### config.mk
export PLATFORM = sky130hd
export DESIGN_NAME = cons_port_window
export DESIGN_NICKNAME = d
export VERILOG_FILES = /design/src/rtl/cpw_pkg.sv /design/src/rtl/cpw_decode.sv /design/src/rtl/cpw_char_chan.sv /design/src/rtl/cpw_ctrl_regs.sv /design/src/rtl/cpw_read_mux.sv /design/src/rtl/cons_port_window.sv
export SDC_FILE = /design/constraint.sdc
export NUM_CORES = 1
export LEC_CHECK = 0
export ABC_AREA = 1
export BUFFER_PORTS_ARGS = -buffer_cell sky130_fd_sc_hd__buf_2
export CORE_ASPECT_RATIO = 0.9
export CORE_MARGIN = 2
export CORE_UTILIZATION = 45
export CTS_CLUSTER_DIAMETER = 50
export DETAILED_ROUTE_END_ITERATION = 7
export PLACE_DENSITY = 0.8
export SETUP_SLACK_MARGIN = 0.3
export SYNTH_ARGS = -nofsm -noshare
export SYNTH_HDL_FRONTEND = slang
export SYNTH_HIERARCHICAL = 1
export SYNTH_SLANG_ARGS = --single-unit
### constraint.sdc
create_clock -name clk -period 1.55 [get_ports clk]
set_clock_uncertainty 0.1 [all_clocks]
set_input_delay 0.0775 -clock clk [delete_from_list [all_inputs] [get_ports clk]]
set_output_delay 0.0775 -clock clk [all_outputs]
set_load 0.02 [all_outputs]
### src/rtl/cpw_pkg.sv
// Shared widths, port offsets and strobe type for the console port window.
// Assumes a 16-port window, so the offset field is fixed at four bits.
package cpw_pkg;
    localparam int ADDR_W = 8;
    localparam int DATA_W = 8;
    localparam int OFS_W  = 4;
    localparam int OPT_W  = 4;
    localparam int N_CHAN = 2;
    localparam int CH_CON = 0;
    localparam int CH_AUX = 1;
    localparam int LED_W  = DATA_W + N_CHAN;

    // Offsets that software decodes; these positions are behaviour.
    localparam logic [OFS_W-1:0] OFS_CON_STAT = 4'h0;
    localparam logic [OFS_W-1:0] OFS_CON_DATA = 4'h1;
    localparam logic [OFS_W-1:0] OFS_CFG      = 4'h6;
    localparam logic [OFS_W-1:0] OFS_AUX_EN   = 4'h8;
    localparam logic [OFS_W-1:0] OFS_KBD_STAT = 4'h9;
    localparam logic [OFS_W-1:0] OFS_KBD_DATA = 4'hA;
    localparam logic [OFS_W-1:0] OFS_AUX_DATA = 4'hE;
    localparam logic [OFS_W-1:0] OFS_AUX_RST  = 4'hF;

    typedef struct packed {
        logic wr_con;
        logic wr_aux;
        logic wr_en;
        logic wr_rst;
        logic rd_kbd;
    } strobe_t;
endpackage

### src/rtl/cpw_decode.sv
// Window decoder: matches the address's upper bits against the base switch
// and turns the bus strobes into named per-port strobes.
// Assumes io_rd and io_wr are never high together.
module cpw_decode
    import cpw_pkg::*;
#(
    parameter int AW = ADDR_W
) (
    input  logic [AW-1:0]    addr,
    input  logic [AW-1:0]    base_sw,
    input  logic             io_rd,
    input  logic             io_wr,
    output logic             hit,
    output logic [OFS_W-1:0] ofs,
    output strobe_t          stb
);
    localparam int TAG_W = AW - OFS_W;

    logic [TAG_W-1:0] addr_tag;
    logic [TAG_W-1:0] base_tag;
    logic             unused_base_low;

    assign addr_tag        = addr[AW-1:OFS_W];
    assign base_tag        = base_sw[AW-1:OFS_W];
    assign unused_base_low = ^base_sw[OFS_W-1:0];
    assign ofs             = addr[OFS_W-1:0];

    // Window match on the tag bits only.
    always_comb hit = (addr_tag == base_tag);

    // Per-port strobes, qualified by the window match.
    always_comb begin
        stb.wr_con = io_wr && hit && (ofs == OFS_CON_DATA);
        stb.wr_aux = io_wr && hit && (ofs == OFS_AUX_DATA);
        stb.wr_en  = io_wr && hit && (ofs == OFS_AUX_EN);
        stb.wr_rst = io_wr && hit && (ofs == OFS_AUX_RST);
        stb.rd_kbd = io_rd && hit && (ofs == OFS_KBD_DATA);
    end

    // at most one strobe is active for any access.
    always_comb begin
        a_r2_single_strobe: assert ($onehot0(stb));
    end
endmodule

### src/rtl/cpw_char_chan.sv
// One character channel: latches a byte on write and raises a ready flag,
// which the consumer drops by pulling clr_n low. A write beats a clear.
module cpw_char_chan
    import cpw_pkg::*;
#(
    parameter int DW = DATA_W
) (
    input  logic          clk,
    input  logic          rst_n,
    input  logic          wr,
    input  logic [DW-1:0] din,
    input  logic          clr_n,
    output logic [DW-1:0] dout,
    output logic          rdy
);
    // Byte latch and ready flag with write priority over clear.
    always_ff @(posedge clk) begin
        if (!rst_n) begin
            dout <= '0;
            rdy  <= 1'b0;
        end else if (wr) begin
            dout <= din;
            rdy  <= 1'b1;
        end else if (!clr_n) begin
            rdy  <= 1'b0;
        end
    end

    a_r5_write_sets_ready: assert property (@(posedge clk) disable iff (!rst_n)
        wr |=> (rdy && dout == $past(din)));
    a_r6_clear_drops_ready: assert property (@(posedge clk) disable iff (!rst_n)
        (!wr && !clr_n) |=> (!rdy && $stable(dout)));
    a_r6_idle_holds: assert property (@(posedge clk) disable iff (!rst_n)
        (!wr && clr_n) |=> ($stable(rdy) && $stable(dout)));
endmodule

### src/rtl/cpw_ctrl_regs.sv
// Control bits for the auxiliary display (enable, controller reset) and
// the LED bar copy of the last character with its destination bits.
module cpw_ctrl_regs
    import cpw_pkg::*;
#(
    parameter int DW = DATA_W,
    parameter int LW = LED_W
) (
    input  logic          clk,
    input  logic          rst_n,
    input  strobe_t       stb,
    input  logic [DW-1:0] din,
    output logic          aux_en,
    output logic          aux_rst,
    output logic [LW-1:0] led_bar
);
    localparam int DST_W = LW - DW;
    localparam logic [DST_W-1:0] DST_CON = DST_W'(1 << CH_CON);
    localparam logic [DST_W-1:0] DST_AUX = DST_W'(1 << CH_AUX);

    // Enable and reset bits, each from bit 0 of its own port.
    always_ff @(posedge clk) begin
        if (!rst_n) begin
            aux_en  <= 1'b0;
            aux_rst <= 1'b0;
        end else begin
            if (stb.wr_en)  aux_en  <= din[0];
            if (stb.wr_rst) aux_rst <= din[0];
        end
    end

    // LED bar follows every character write with a one-hot destination.
    always_ff @(posedge clk) begin
        if (!rst_n)          led_bar <= '0;
        else if (stb.wr_con) led_bar <= {DST_CON, din};
        else if (stb.wr_aux) led_bar <= {DST_AUX, din};
    end

    a_r11_led_console: assert property (@(posedge clk) disable iff (!rst_n)
        stb.wr_con |=> (led_bar == {DST_CON, $past(din)}));
    a_r11_led_hold: assert property (@(posedge clk) disable iff (!rst_n)
        (!stb.wr_con && !stb.wr_aux) |=> $stable(led_bar));
    a_r7_enable_hold: assert property (@(posedge clk) disable iff (!rst_n)
        !stb.wr_en |=> $stable(aux_en));
    a_r9_reset_hold: assert property (@(posedge clk) disable iff (!rst_n)
        !stb.wr_rst |=> $stable(aux_rst));
endmodule

### src/rtl/cpw_read_mux.sv
// Combinational read path: selects the port value by offset and drives
// the bus only for a read inside the window; otherwise returns zero.
module cpw_read_mux
    import cpw_pkg::*;
#(
    parameter int DW = DATA_W,
    parameter int OW = OPT_W
) (
    input  logic             io_rd,
    input  logic             hit,
    input  logic [OFS_W-1:0] ofs,
    input  logic             con_rdy,
    input  logic             kbd_avail,
    input  logic [DW-1:0]    kbd_code,
    input  logic [OW-1:0]    opt_sw,
    input  logic             aux_en,
    input  logic             aux_rst,
    output logic [DW-1:0]    rdata,
    output logic             oe
);
    logic [DW-1:0] sel_val;

    // Per-offset value; unassigned offsets read as zero.
    always_comb begin
        sel_val = '0;
        unique case (ofs)
            OFS_CON_STAT: sel_val = DW'({!con_rdy, kbd_avail});
            OFS_CFG:      sel_val = DW'(opt_sw);
            OFS_AUX_EN:   sel_val = DW'(aux_en);
            OFS_KBD_STAT: sel_val = DW'(kbd_avail);
            OFS_KBD_DATA: sel_val = kbd_code;
            OFS_AUX_RST:  sel_val = DW'(aux_rst);
            default:      sel_val = '0;
        endcase
    end

    // Drive only while reading inside the window.
    always_comb begin
        oe    = io_rd && hit;
        rdata = oe ? sel_val : '0;
    end
endmodule

### src/rtl/cons_port_window.sv
// Top of the relocatable console port window. Wires the decoder, the two
// character channels (generated), the control registers and the read mux.
// Assumes single-cycle bus strobes and a synchronous active-low reset.
module cons_port_window
    import cpw_pkg::*;
(
    input  logic              clk,
    input  logic              rst_n,
    input  logic [ADDR_W-1:0] addr,
    input  logic [DATA_W-1:0] wdata,
    input  logic              io_rd,
    input  logic              io_wr,
    output logic [DATA_W-1:0] bus_rdata,
    output logic              bus_oe,
    input  logic [ADDR_W-1:0] base_sw,
    input  logic [OPT_W-1:0]  opt_sw,
    input  logic              kbd_avail,
    input  logic [DATA_W-1:0] kbd_code,
    output logic              kbd_ack,
    output logic [DATA_W-1:0] con_data,
    output logic              con_rdy,
    input  logic              con_clr_n,
    output logic [DATA_W-1:0] aux_data,
    output logic              aux_rdy,
    input  logic              aux_clr_n,
    output logic              aux_en,
    output logic              aux_rst,
    output logic [LED_W-1:0]  led_bar
);
    logic             hit;
    logic [OFS_W-1:0] ofs;
    strobe_t          stb;
    logic [N_CHAN-1:0]             ch_wr;
    logic [N_CHAN-1:0]             ch_clr_n;
    logic [N_CHAN-1:0]             ch_rdy;
    logic [N_CHAN-1:0][DATA_W-1:0] ch_data;

    cpw_decode #(.AW(ADDR_W)) u_dec (
        .addr(addr), .base_sw(base_sw), .io_rd(io_rd), .io_wr(io_wr),
        .hit(hit), .ofs(ofs), .stb(stb)
    );

    // Channel strobe and clear routing by channel index.
    always_comb begin
        ch_wr[CH_CON]    = stb.wr_con;
        ch_wr[CH_AUX]    = stb.wr_aux;
        ch_clr_n[CH_CON] = con_clr_n;
        ch_clr_n[CH_AUX] = aux_clr_n;
    end

    for (genvar c = 0; c < N_CHAN; c++) begin : g_chan
        cpw_char_chan #(.DW(DATA_W)) u_chan (
            .clk(clk), .rst_n(rst_n), .wr(ch_wr[c]), .din(wdata),
            .clr_n(ch_clr_n[c]), .dout(ch_data[c]), .rdy(ch_rdy[c])
        );
    end

    assign con_data = ch_data[CH_CON];
    assign con_rdy  = ch_rdy[CH_CON];
    assign aux_data = ch_data[CH_AUX];
    assign aux_rdy  = ch_rdy[CH_AUX];
    assign kbd_ack  = stb.rd_kbd;

    cpw_ctrl_regs #(.DW(DATA_W), .LW(LED_W)) u_ctrl (
        .clk(clk), .rst_n(rst_n), .stb(stb), .din(wdata),
        .aux_en(aux_en), .aux_rst(aux_rst), .led_bar(led_bar)
    );

    cpw_read_mux #(.DW(DATA_W), .OW(OPT_W)) u_rd (
        .io_rd(io_rd), .hit(hit), .ofs(ofs), .con_rdy(con_rdy),
        .kbd_avail(kbd_avail), .kbd_code(kbd_code), .opt_sw(opt_sw),
        .aux_en(aux_en), .aux_rst(aux_rst), .rdata(bus_rdata), .oe(bus_oe)
    );

    a_r2_no_drive_outside: assert property (@(posedge clk) disable iff (!rst_n)
        (addr[ADDR_W-1:OFS_W] != base_sw[ADDR_W-1:OFS_W]) |-> (!bus_oe && !kbd_ack));
    a_r2_zero_when_idle: assert property (@(posedge clk) disable iff (!rst_n)
        !bus_oe |-> (bus_rdata == '0));
    a_r10_ack_needs_read: assert property (@(posedge clk) disable iff (!rst_n)
        kbd_ack |-> (io_rd && bus_oe && bus_rdata == kbd_code));
    a_r3_status_bits: assert property (@(posedge clk) disable iff (!rst_n)
        (bus_oe && addr[OFS_W-1:0] == OFS_CON_STAT) |->
            (bus_rdata == DATA_W'({!con_rdy, kbd_avail})));
endmodule

== Word level (Yosys, flattened, before mapping) ==
Cells that the tools add are included.
W data, S select, Z words.

* Word-level logic and storage cells: 38
* Output and inout port bits: 40
* Input bits: 43
* Register bits: 30

* Reductions and logical operators: 11
* Multiplexer cells: 8
* Bitwise logic cells: 1
* Eq/ne operators: 10

{| class="wikitable"
|+ Operators with widths
! operator !! count
|-
| $pmux W8 S6 || 1
|-
| $eq A4 B4 Y1 const B || 5
|-
| $mux W9 || 2
|-
| $mux W8 || 1
|-
| $logic_and A1 B1 Y1 || 7
|-
| $eq A4 B1 Y1 const B || 1
|-
| $eq A4 B3 Y1 const B || 1
|-
| $eq A4 B4 Y1 || 1
|-
| $logic_not A4 Y1 || 1
|-
| $mux W1 || 4
|-
| $ne A2 B1 Y1 const B || 2
|-
| $reduce_bool A2 Y1 || 1
|-
| $reduce_or A2 Y1 || 1
|-
| $logic_not A1 Y1 || 1
|-
| $not A1 Y1 || 1
|}

== Logic depth before layout (Yosys ltp) ==
* Depth after elaboration: 5
* Mapped depth: 11
* Mapped depth without buffers: 10

== Modules after synthesis ==
Netlist, hierarchy kept.

{| class="wikitable"
|+ Modules (own cells, without submodules)
! module !! cells each !! area an instance (µm²) !! times used !! seq. area each (µm²)
|-
| cpw_char_chan || 55 || 379.1 || 2 || 180.2
|-
| cpw_ctrl_regs || 69 || 475.5 || 1 || 240.2
|-
| cpw_read_mux || 46 || 212.7 || 1 || 0.0
|-
| cpw_decode || 43 || 197.7 || 1 || 0.0
|}

== Worst setup path after synthesis ==
No wires, ideal clock.

* Path type: input -> register
* Start point: input addr[5]
* End point: register g_chan[0].u_chan.dout[1]
* Slack: 219 ps
* Setup time: 113 ps
* Stages: 11
* Data required time: 1,337 ps
* Buffers on the path: 2
* Data arrival time: 1,118 ps
* Path through: inv_1 nand2_1 nand2_1 nor2_2 nand3_2 nor2_1 buf_6 buf_8 nand2_1 nand2_1 nor2_1

{| class="wikitable"
|+ RTL lines
! element !! RTL line !! source
|-
| start: declaration || cons_port_window.sv:9 || <nowiki>input logic [ADDR_W-1:0] addr,</nowiki>
|-
| end signal: assignment || cpw_char_chan.sv:22 || <nowiki>dout <= din;</nowiki>
|-
| end: declaration || cpw_char_chan.sv:13 || <nowiki>output logic [DW-1:0] dout,</nowiki>
|}

== Final worst setup path ==
* Start point: register u_ctrl.aux_en
* End point: output bus_rdata[0]

* Word-level cells in the longest chain between the ends: 2

{| class="wikitable"
|+ RTL lines
! element !! RTL line !! source
|-
| start: declaration || cpw_ctrl_regs.sv:13 || <nowiki>output logic aux_en,</nowiki>
|-
| start signal: assignment || cpw_ctrl_regs.sv:27 || <nowiki>if (stb.wr_en) aux_en <= din[0];</nowiki>
|-
| $pmux W8 S6 || cpw_read_mux.sv:26 || <nowiki>unique case (ofs)</nowiki>
|-
| $mux W8 || cpw_read_mux.sv:40 || <nowiki>rdata = oe ? sel_val : '0;</nowiki>
|-
| end: declaration || cons_port_window.sv:13 || <nowiki>output logic [DATA_W-1:0] bus_rdata,</nowiki>
|}

No other way between the ends.

==> out/qor.csv <==
metric,value,unit
CTS buffer count,5,
die height,61.34,um
first-pass GRT wire length,6713,um
adder-cell area share of the yosys netlist,0,%
port buffer count,78,
Maximum Capacitance Violations,0,
share of cells above drive strength 1,36.59,%
transition time at the pin with the least slew margin,499.2,ps
share of the yosys chip area belonging to registers,36.53,%
"Distinct cells, synth",19,
number of buffers between clock root and the deepest sink,2,
most frequent cells in the layout,"sky130_fd_sc_hd__nand2_1, sky130_fd_sc_hd__buf_2, sky130_fd_sc_hd__nor2_1",
reg2reg setup slack,670,ps
Max Transition Viols Final,0,
area occupied by multi-input gates,827.0,sq um
required time at the worst-slack endpoint,1370,ps
Layout fillers,284,
clock latency on the worst-skew pair,280,ps
Core Region,3428,sq um
Clock Pin Slew Worst Setup and Hold Paths,60,ps
total number of vias,1866,
via density per instance,4.642,
final net count,400,
residual antenna-violating net count after detailed routing,0,
initial core utilization,47.96,%
clk root buf,sky130_fd_sc_hd__clkbuf_8,
iteration count of the initial detailed-routing pass,4,
worst slew slack as a fraction of its limit,66.72,%
final worst path period need,1323,ps
setup repair after global routing missed its margin,true,
portion of netlist area occupied by mux cells,0,%
Post-DP HPWL,2813,um
Crit. End Element,primary output,
number of top-level pins,83,
Max H-tree Level,2,
combinational family with the most area after synthesis,simple AND/OR/NAND/NOR gates,
Yosys top cell by area,sky130_fd_sc_hd__dfxtp_1,
fin crit share,85.32,%
Die X,67.72,um
maximum number of pins on one net before global-route repair,30,
crit-path max FO,2,
signed area change from the synthesized netlist to the final layout,44.44,%
final hold vios,0,
netlist area before placement,1644,sq um
highest attainable clock frequency,0.7561,GHz
Yosys top cell area share,36.53,%
number of global-route vias before repair,1615,
number of cells on the worst hold path,3,
Met1 Routed Length,1866,um
total clock sinks,30,
instance count of the mapped netlist,268,
max layer used,met4,
endpoints failing setup,0,
storage element area,604.3,sq um
"Warnings, synthesis",6,
xor/xnor cell area share of the yosys netlist,0,%
final routed DRC violation total,0,
DRC violation total after the first TritonRoute iteration,140,
number of antenna violations at the first check in global routing,0,
clock tree from TritonCTS,yes,
diode insertion count for antenna repair,0,
Pwr per Cell Area,689.5,nW/um^2
WL met2,2279,um
row count,20,
setup_tns,0,ps
outcome,completed,
data arrival time of the critical path,1150,ps
"wirelength, routed",4386,um
overall die area,4154,sq um
met3 wire length,229,um
LEAKAGE,1.340,nW
Tot Pwr,0.001637,W
Compound-Gate Fraction of Synth Area,2.435,%
type of the tightest min-delay check,in -> reg,
post-synthesis net count,311,
"FF+latch count, synth",30,
Critical Path Source Type,flop,
placer's final routability congestion estimate,0.7811,
maximum resistive drop on vdd,0.0004597,V
GRT Overall Usage,21.36,%
count of cells along the worst register-to-register path,3,
crit path kind,reg -> out,
wire length per cell,10.91,um
area share of and/or/nand/nor cells after synthesis,42.69,%
average footprint of a synthesized cell,6.135,sq um
synth top area cells,"sky130_fd_sc_hd__dfxtp_1, sky130_fd_sc_hd__nand2_1, sky130_fd_sc_hd__nor2_1, sky130_fd_sc_hd__inv_1, sky130_fd_sc_hd__nand4_1",
overall overflow remaining after global route,0,
-- registers in the layout (all words and copies together), names as in the netlist --
| name | cells |
|---|---|
| u_ctrl/led_bar | 10 |
| u_ctrl/aux_en | 1 |
| g_chan.u_chan/dout | 16 |
| u_ctrl/aux_rst | 1 |
| g_chan.u_chan/rdy | 2 |
-- metal layers --
| layer | vias up | track usage, % |
|---|---|---|
| met4 | 0 | 4.373 |
| li1 | 962 | - |
| met5 | - | 0 |
| met3 | 3 | 6.581 |
| met2 | 50 | 37.11 |
| met1 | 851 | 26.30 |
-- path summary, 6_finish.rpt --
path / endpoint / start
setup / recovery: bus_rdata[0] / u_ctrl/aux_en
hold / removal: u_ctrl/led_bar[1] / wdata[1]
setup reg to reg: u_ctrl/aux_en / u_ctrl/aux_en
hold reg to reg: g_chan[1].u_chan/rdy / g_chan[1].u_chan/rdy
-- kinds of logic (layout without fill, tap and decap cells) --
family	count (synthesis)	after routing
flip-flops	30	30
buffers and inverters	62	152
AO/OA/AOI/OAI	7	7
AND/OR/NAND/NOR	169	169
-- area by class of cell --
class	count	share of cell area [%]
multi-input combinational	176	34.83
clock inverter	1	0.2107
tap	44	2.318
sequential	30	25.45
inverter	50	8.219
clock buffer	7	3.635
timing repair buffer	94	25.34
-- power by group --
group	internal (W)	switching [W]	total (W)
registers	0.000774	0.00000155	0.000776
logic	0.000101	0.000126	0.000227
clock network	0.000357	0.000277	0.000634
-- through the flow --
step	utilization [%]	cells	hold WS [ps]	setup slack, ps	area (sq um)
CTS	65.33	400	2.436	273.5	2240
finish	69.27	402	0.8301	227.5	2375
global route	69.27	402	8.741	184.0	2375
global placement	58.50	380	237.1	93.57	2006
detailed placement	58.50	380	242.7	87.03	2006
floorplan	-	268	111.2	303.6	1659
-- critical path, stage by stage, from the launching register on --
cell	delay, ps
sky130_fd_sc_hd__dfxtp_2	330
sky130_fd_sc_hd__nand2_1	60
sky130_fd_sc_hd__nand2_1	90
sky130_fd_sc_hd__nand2_1	50
sky130_fd_sc_hd__nand3_1	60
sky130_fd_sc_hd__nor2_1	40
sky130_fd_sc_hd__nor2_1	90
sky130_fd_sc_hd__buf_4	150
-- timing repair --
| action | 4_1_cts | 5_1_grt |
|---|---|---|
| hold buffers | 8 | 0 |
| hold endpoints to repair | 8 | 0 |
| endpoints found under the setup margin | 6 | 28 |
| setup buffers | 4 | 2 |
| pin swaps | 5 | 21 |
| resized for setup | 14 | 39 |
-- synth_stat cells --
master	count
sky130_fd_sc_hd__o21ai_0	2
sky130_fd_sc_hd__a21boi_0	2
sky130_fd_sc_hd__a21oi_1	3
sky130_fd_sc_hd__inv_2	4
sky130_fd_sc_hd__nand2_4	1
sky130_fd_sc_hd__nor2_1	70
sky130_fd_sc_hd__buf_6	3
sky130_fd_sc_hd__nand2_1	76
sky130_fd_sc_hd__nor2_2	2
sky130_fd_sc_hd__nor3_1	1
sky130_fd_sc_hd__dfxtp_1	30
sky130_fd_sc_hd__buf_4	6
sky130_fd_sc_hd__inv_1	46
sky130_fd_sc_hd__nand4_1	10
sky130_fd_sc_hd__nand3_1	6
sky130_fd_sc_hd__buf_8	2
sky130_fd_sc_hd__buf_2	1
sky130_fd_sc_hd__nor2_4	2
sky130_fd_sc_hd__nand3_2	1
Power figures use the tool's default switching activity.
